===== config.mk =====
export PLATFORM = sky130hd
export DESIGN_NAME = xstat_addr_sel
export DESIGN_NICKNAME = d
export VERILOG_FILES = /design/src/rtl/xsa_pkg.sv /design/src/rtl/xsa_rules.sv /design/src/rtl/xsa_seq.sv /design/src/rtl/xstat_addr_sel.sv
export SDC_FILE = /design/constraint.sdc
export NUM_CORES = 1
export LEC_CHECK = 0
export BUFFER_PORTS_ARGS = -buffer_cell sky130_fd_sc_hd__clkbuf_2
export CORE_MARGIN = 8
export CORE_UTILIZATION = 46
export CTS_CLUSTER_DIAMETER = 150
export DETAILED_ROUTE_END_ITERATION = 8
export PLACE_DENSITY = 0.83
export SLEW_MARGIN = 20
export SYNTH_ARGS = -nofsm -noshare
export SYNTH_HDL_FRONTEND = slang
export SYNTH_SLANG_ARGS = --single-unit

===== constraint.sdc =====
create_clock -name clk -period 3.2 [get_ports clk]
set_input_delay 0.16 -clock clk [delete_from_list [all_inputs] [get_ports clk]]
set_output_delay 0.16 -clock clk [all_outputs]
set_load 0.005 [all_outputs]

===== src/rtl/xsa_pkg.sv =====
package xsa_pkg;
  localparam int XS_WORD_W  = 32;
  localparam int XS_ADDR_W  = 20;
  localparam int XS_SHORT_W = 17;

  typedef enum logic [1:0] {
    CTX_PROG  = 2'b00,
    CTX_INTR  = 2'b01,
    CTX_TRAP  = 2'b10,
    CTX_TRAPX = 2'b11
  } ctx_e;

  typedef enum logic [0:0] {
    SQ_IDLE  = 1'b0,
    SQ_FETCH = 1'b1
  } seq_e;
endpackage


===== src/rtl/xsa_rules.sv =====
module xsa_rules
  import xsa_pkg::*;
(
  input  logic       at,
  input  logic [1:0] ctx,
  input  logic       mode_ma,
  input  logic       mode_mm,
  input  logic       stat_map,
  output logic       short_sel,
  output logic       idx_ok,
  output logic       mapped
);
  logic ext_mode;

  always_comb begin
    // program context always obeys AT directly; entries only in extended mode
    ext_mode  = (ctx == CTX_PROG) || (mode_ma && !mode_mm);
    short_sel = ext_mode && at;
    idx_ok    = at;
    mapped    = at && stat_map;
  end
endmodule


===== src/rtl/xsa_seq.sv =====
module xsa_seq
  import xsa_pkg::*;
#(
  parameter int WORD_W  = XS_WORD_W,
  parameter int ADDR_W  = XS_ADDR_W,
  parameter int SHORT_W = XS_SHORT_W
) (
  input  logic              clk,
  input  logic              rst_n,
  input  logic              start,
  input  logic              indirect,
  input  logic [ADDR_W-1:0] field,
  input  logic              short_in,
  input  logic              idx_in,
  input  logic              map_in,
  output logic              mem_req,
  output logic [ADDR_W-1:0] mem_addr,
  input  logic              mem_ack,
  input  logic [WORD_W-1:0] mem_rdata,
  output logic              done,
  output logic [ADDR_W-1:0] addr_out,
  output logic              short_sel,
  output logic              idx_ok,
  output logic              mapped
);
  localparam logic [ADDR_W-1:0] SHORT_MASK =
    {{(ADDR_W-SHORT_W){1'b0}}, {SHORT_W{1'b1}}};

  seq_e              st_q, st_d;
  logic              done_q, done_d;
  logic [ADDR_W-1:0] addr_q, addr_d;
  logic              short_q, short_d, idx_q, idx_d, map_q, map_d;
  logic              req_q, req_d;
  logic [ADDR_W-1:0] maddr_q, maddr_d;
  logic              flag_en;
  logic [ADDR_W-1:0] direct_addr;
  logic [ADDR_W-1:0] fetched_addr;

  always_comb begin
    direct_addr  = short_in ? (field & SHORT_MASK) : field;
    fetched_addr = short_q ? (mem_rdata[ADDR_W-1:0] & SHORT_MASK)
                           : mem_rdata[ADDR_W-1:0];
    st_d    = st_q;
    done_d  = 1'b0;
    addr_d  = addr_q;
    req_d   = req_q;
    maddr_d = maddr_q;
    flag_en = 1'b0;
    case (st_q)
      SQ_IDLE: begin
        if (start) begin
          flag_en = 1'b1;
          if (indirect) begin
            st_d    = SQ_FETCH;
            req_d   = 1'b1;
            maddr_d = direct_addr;
          end else begin
            done_d = 1'b1;
            addr_d = direct_addr;
          end
        end
      end
      SQ_FETCH: begin
        if (mem_ack) begin
          st_d   = SQ_IDLE;
          req_d  = 1'b0;
          done_d = 1'b1;
          addr_d = fetched_addr;
        end
      end
      default: st_d = SQ_IDLE;
    endcase
    short_d = flag_en ? short_in : short_q;
    idx_d   = flag_en ? idx_in   : idx_q;
    map_d   = flag_en ? map_in   : map_q;
  end

  always_ff @(posedge clk or negedge rst_n) begin
    if (!rst_n) begin
      st_q    <= SQ_IDLE;
      done_q  <= 1'b0;
      addr_q  <= '0;
      short_q <= 1'b0;
      idx_q   <= 1'b0;
      map_q   <= 1'b0;
      req_q   <= 1'b0;
      maddr_q <= '0;
    end else begin
      st_q    <= st_d;
      done_q  <= done_d;
      addr_q  <= addr_d;
      short_q <= short_d;
      idx_q   <= idx_d;
      map_q   <= map_d;
      req_q   <= req_d;
      maddr_q <= maddr_d;
    end
  end

  assign mem_req   = req_q;
  assign mem_addr  = maddr_q;
  assign done      = done_q;
  assign addr_out  = addr_q;
  assign short_sel = short_q;
  assign idx_ok    = idx_q;
  assign mapped    = map_q;

  // an unanswered read keeps asking at the same address
  assert_req_hold_R7: assert property (@(posedge clk) disable iff (!rst_n)
    (mem_req && !mem_ack) |=> (mem_req && $stable(mem_addr)));
  // an acknowledge completes the request on the next cycle
  assert_ack_done_R8: assert property (@(posedge clk) disable iff (!rst_n)
    (mem_req && mem_ack) |=> (done && !mem_req));
  // no completion while a fetch is still waiting
  assert_no_early_done_R9: assert property (@(posedge clk) disable iff (!rst_n)
    (mem_req && !mem_ack) |=> !done);
  // a short result carries nothing above the short field
  assert_short_clear_R3: assert property (@(posedge clk) disable iff (!rst_n)
    (done && short_sel) |-> (addr_out[ADDR_W-1:SHORT_W] == '0));
endmodule


===== src/rtl/xstat_addr_sel.sv =====
module xstat_addr_sel
  import xsa_pkg::*;
#(
  parameter int WORD_W  = XS_WORD_W,
  parameter int ADDR_W  = XS_ADDR_W,
  parameter int SHORT_W = XS_SHORT_W
) (
  input  logic              clk,
  input  logic              rst_n,
  input  logic              req_valid,
  input  logic [WORD_W-1:0] instr,
  input  logic [1:0]        ctx,
  input  logic              mode_ma,
  input  logic              mode_mm,
  input  logic              stat_map,
  output logic              mem_req,
  output logic [ADDR_W-1:0] mem_addr,
  input  logic              mem_ack,
  input  logic [WORD_W-1:0] mem_rdata,
  output logic              done,
  output logic [ADDR_W-1:0] addr_out,
  output logic              short_sel,
  output logic              idx_ok,
  output logic              ind_ok,
  output logic              mapped
);
  // big-endian bit n of the word sits at vector index WORD_W-1-n
  localparam int IND_POS = WORD_W - 1;
  localparam int AT_POS  = WORD_W - 1 - 10;

  logic at_bit, ind_bit;
  logic r_short, r_idx, r_map;

  assign at_bit  = instr[AT_POS];
  assign ind_bit = instr[IND_POS];
  assign ind_ok  = 1'b1;

  xsa_rules u_rules (
    .at        (at_bit),
    .ctx       (ctx),
    .mode_ma   (mode_ma),
    .mode_mm   (mode_mm),
    .stat_map  (stat_map),
    .short_sel (r_short),
    .idx_ok    (r_idx),
    .mapped    (r_map)
  );

  xsa_seq #(
    .WORD_W  (WORD_W),
    .ADDR_W  (ADDR_W),
    .SHORT_W (SHORT_W)
  ) u_seq (
    .clk       (clk),
    .rst_n     (rst_n),
    .start     (req_valid),
    .indirect  (ind_bit),
    .field     (instr[ADDR_W-1:0]),
    .short_in  (r_short),
    .idx_in    (r_idx),
    .map_in    (r_map),
    .mem_req   (mem_req),
    .mem_addr  (mem_addr),
    .mem_ack   (mem_ack),
    .mem_rdata (mem_rdata),
    .done      (done),
    .addr_out  (addr_out),
    .short_sel (short_sel),
    .idx_ok    (idx_ok),
    .mapped    (mapped)
  );

  // a direct AT=0 request from idle ends unindexed and real
  assert_at0_real_R2: assert property (@(posedge clk) disable iff (!rst_n)
    (req_valid && !mem_req && !ind_bit && !at_bit) |=> (done && !idx_ok && !mapped));
endmodule


==> results by stage <==
Clock tree:
- The maximum clock path buffer count is 2.
- The clock tree root driver cell is clkbuf_8.
- Buffers inserted to repair hold after CTS numbered 1.
- Once the clock tree was built, the resizer swapped 0 gates to a different size.
- The clock tree synthesis step divided the H-tree into 2 levels.
- The number of clock sinks is 46.
- Counting the buffers created by CTS gives 5.
- After clock tree synthesis, the setup repair step added 0 buffers.
- The clock-pin slew on the worst setup and hold paths is 80 ps.
- TritonCTS built the clock tree.
- The clock latency on the worst-skew pair is 300 ps.

Job:
- The number of maximum-capacitance constraint violations is 0.

STA:
- The final-report hold violation count is 0.
- Setup violations remaining at the end of the flow were counted as 0.
- The worst max-slew margin expressed relative to the limit is 64.0%.
- After layout, the worst path uses between 50% and 60% of the clock period.
- The final count of pins violating max slew is 0.
- On the final layout, the worst clock skew is 4.47 ps.
- At the pin with the least slew margin, the transition time is 540 ps.
- Hold is met by 71.5 ps.
- Setup repair after global routing left no endpoint under its margin.
- Summed over all failing endpoints, the final setup total negative slack is 0 ps.
- The shortest clock period the worst path allows after layout is ~1800 ps.
- The achievable clock frequency is 0.545 GHz.
- After layout, the worst setup slack is approximately 1400 ps.

Route:
- Wires add up to a little under 5000 um.
- The routed layout has 1536 vias.
- After detailed routing, the average wire length per cell comes to 15.7 um.
- The iteration-0 DRC count of the detailed router is 57.
- The number of optimization iterations in the first detailed-route pass is 4.
- The via density per instance is 4.94.
- After detailed routing, the number of remaining DRC violations is 0.
- The number of nets still failing antenna checks after routing is 0.

Pwr:
- The maximum resistive drop on vdd is 0.000379 V.
- For this design the ratio of total power to cell area is between 600 and 700 nW/um2.
- The overall power of the completed layout is 1.62 mW.
- The leakage power is 1.35 nW.

Yosys:
- Each instance of the synthesized netlist takes up on average ~12 um2.
- The post-synthesis sequential area ratio is 58.0%.
- The number of standard cells after synthesis is 160.
- After synthesis the cells add up to 1990 um2.
- The number of register bits inferred by synthesis is 46.
- The net count after synthesis is 233.
- The count of different cell masters after synthesis is 19.
- The Yosys step of the flow raised 0 warnings.

Critical path:
- The critical path contains buffers and inverters numbering 2 combined.
- The signal on the critical path passes through buf_4 > inv_6 > nand3_4 > mux2_2.
- The startpoint kind of the worst setup timing path is a flip-flop.
- Of all nets on the critical path, the largest fanout is 25.
- For the worst setup path, the data required time is 3380 ps.
- The worst setup path is captured at a flip-flop.
- Data arrives at the worst endpoint at 2020 ps.
- The cell family contributing the most delay on the critical path is flip-flops.
- For this run, the slowest stage of the critical path takes 570 ps.
- The startpoint-to-endpoint class of the critical path is flip-flop to flip-flop.
- The slowest stage cell on the critical path is dfrtp_1.

Final layout:
- The number of antenna diodes in the final layout is 0.
- The layout overhead on the synthesized area is 31.0%.
- Leaving out fill and tap cells, the most frequent cell in the layout is clkbuf_2.
- The area of all placed cells without fillers is 2600 um2.
- The post-route netlist has 49.8% of its cells at a drive strength greater than 1.
- The top cell types in the final layout, fill and taps aside, are clkbuf_2, dfrtp_1, nor2_1.
- The number of nets in the finished design is 331.

Min path:
- The path class of the tightest hold or removal check is primary input to flip-flop.

Global route:
- Entering global routing, the biggest net connects 26 pins.
- The overall track demand over capacity in global routing is 15.0%.
- The initial antenna violation count came to 0.
- The sum of overflow across all layers after global routing is 0.
- The wire length of the first global-routing pass is about 7600 um.
- The number of global-route vias before repair is 1595.

Floorplanning:
- The standard cell core area is 4260 um2.
- The die height is around 82 um.
- The total number of placement rows is 24.
- The die footprint is 6670 um2.
- In this run the count of I/O pins placed on the die edge is around 120.
- The effective utilization at floorplan is 46.6%.
- In this run the horizontal extent of the chip is 81.7 um.

Place:
- The placement-stage cell area is 2480 um2.
- Timing analysis after detailed placement gives a worst setup slack of between 1000 and 1500 ps.
- The count of buffers added on input and output ports is 95.
- Detailed placement finished with a half-perimeter wire length of 3790 um.
- At the end of routability-driven placement, the weighted congestion stood at 0.759.

Outcome:
- The flow ran to the end, and the final reports show no timing, DRC or antenna violations.
==> routing by layer <==
metal	share of wire, %	vias to the layer above	GRT usage (%)	wire [um]
met5	0	-	0	0
met4	2.7	0	8.07	133
met3	5.3	11	3.28	257
met2	54	48	26.3	2650
met1	38	734	16.6	1840
li1	-	743	-	-
==> path summary, 6_finish.rpt <==
| check | startpoint | to | slack (ps) | cells after the start |
|---|---|---|---|---|
| max | u_seq.st_q | u_seq.mem_addr[16] | 1360 | 4 |
| min | mem_ack | u_seq.st_q | 70 | 2 |
| max reg2reg | u_seq.st_q | u_seq.mem_addr[16] | 1360 | 4 |
| min reg2reg | u_seq.mem_addr[18] | u_seq.mem_addr[18] | 490 | 2 |
| max in group asynchronous | rst_n | u_seq.addr_out[14] | 2110 | 3 |
| min in group asynchronous | rst_n | u_seq.short_sel | 380 | 2 |
==> cell type report <==
| type | instances | area (um2) |
|---|---|---|
| fillers | 364 | 1660 |
| flip-flops and latches | 46 | 1150 |
| multi-input cells | 104 | 752 |
| repair buffers | 100 | 515 |
| clock buffers | 5 | 68.8 |
| well taps | 52 | 65.1 |
| clock inverters | 3 | 40.0 |
| inverters | 1 | 8.76 |
==> stage by stage <==
stage                     cells  utilization [%]
after global routing        311             61.0
after floorplan             160                -
after global placement      302             58.2
after detailed placement    302             58.2
after CTS                   311             61.0
final                       311             61.0
==> flip-flops by register name, summed over array words and instances (netlist names) <==
| name | count |
|---|---|
| u_seq.short_sel | 1 |
| u_seq.done | 1 |
| u_seq.mem_req | 1 |
| u_seq.addr_out | 20 |
| u_seq.idx_ok | 1 |
| u_seq.mem_addr | 20 |
| u_seq.mapped | 1 |
| u_seq.st_q | 1 |
==> Yosys cell counts <==
library cell / instances / share of area [%]
dfrtp_1: 46 / 58
nor2_1: 22 / 4.2
a21oi_1: 20 / 5.0
mux2i_1: 17 / 8.6
mux2_4: 12 / 9.1
nand2_1: 12 / 2.3
mux2_2: 6 / 3.4
o21ai_0: 6 / 1.5
buf_4: 4 / 1.5
a32oi_1: 3 / 1.3
buf_6: 3 / 1.7
buf_2: 2 / 0.50
conb_1: 1 / 0.19
inv_6: 1 / 0.44
nand2b_2: 1 / 0.44
nand3_4: 1 / 0.88
nor2b_1: 1 / 0.32
o21ai_1: 1 / 0.25
o21ai_2: 1 / 0.44
==> kinds of logic after synthesis <==
family	Yosys count	share of synthesized area, %
other cells	1	0.189
buf+inv	10	4.16
simple gates	37	8.07
mux	35	21.0
compound gates	31	8.57
flops	46	58.0
==> report_power, final <==
part	leakage (nW)	internal [mW]	switching [mW]	total (mW)
clock network	0.0579	0.230	0.186	0.416
registers	0.533	0.708	0.0740	0.782
logic	0.754	0.226	0.194	0.421
total	1.35	1.16	0.455	1.62
Note: power is estimated with default switching activity, not from simulation.
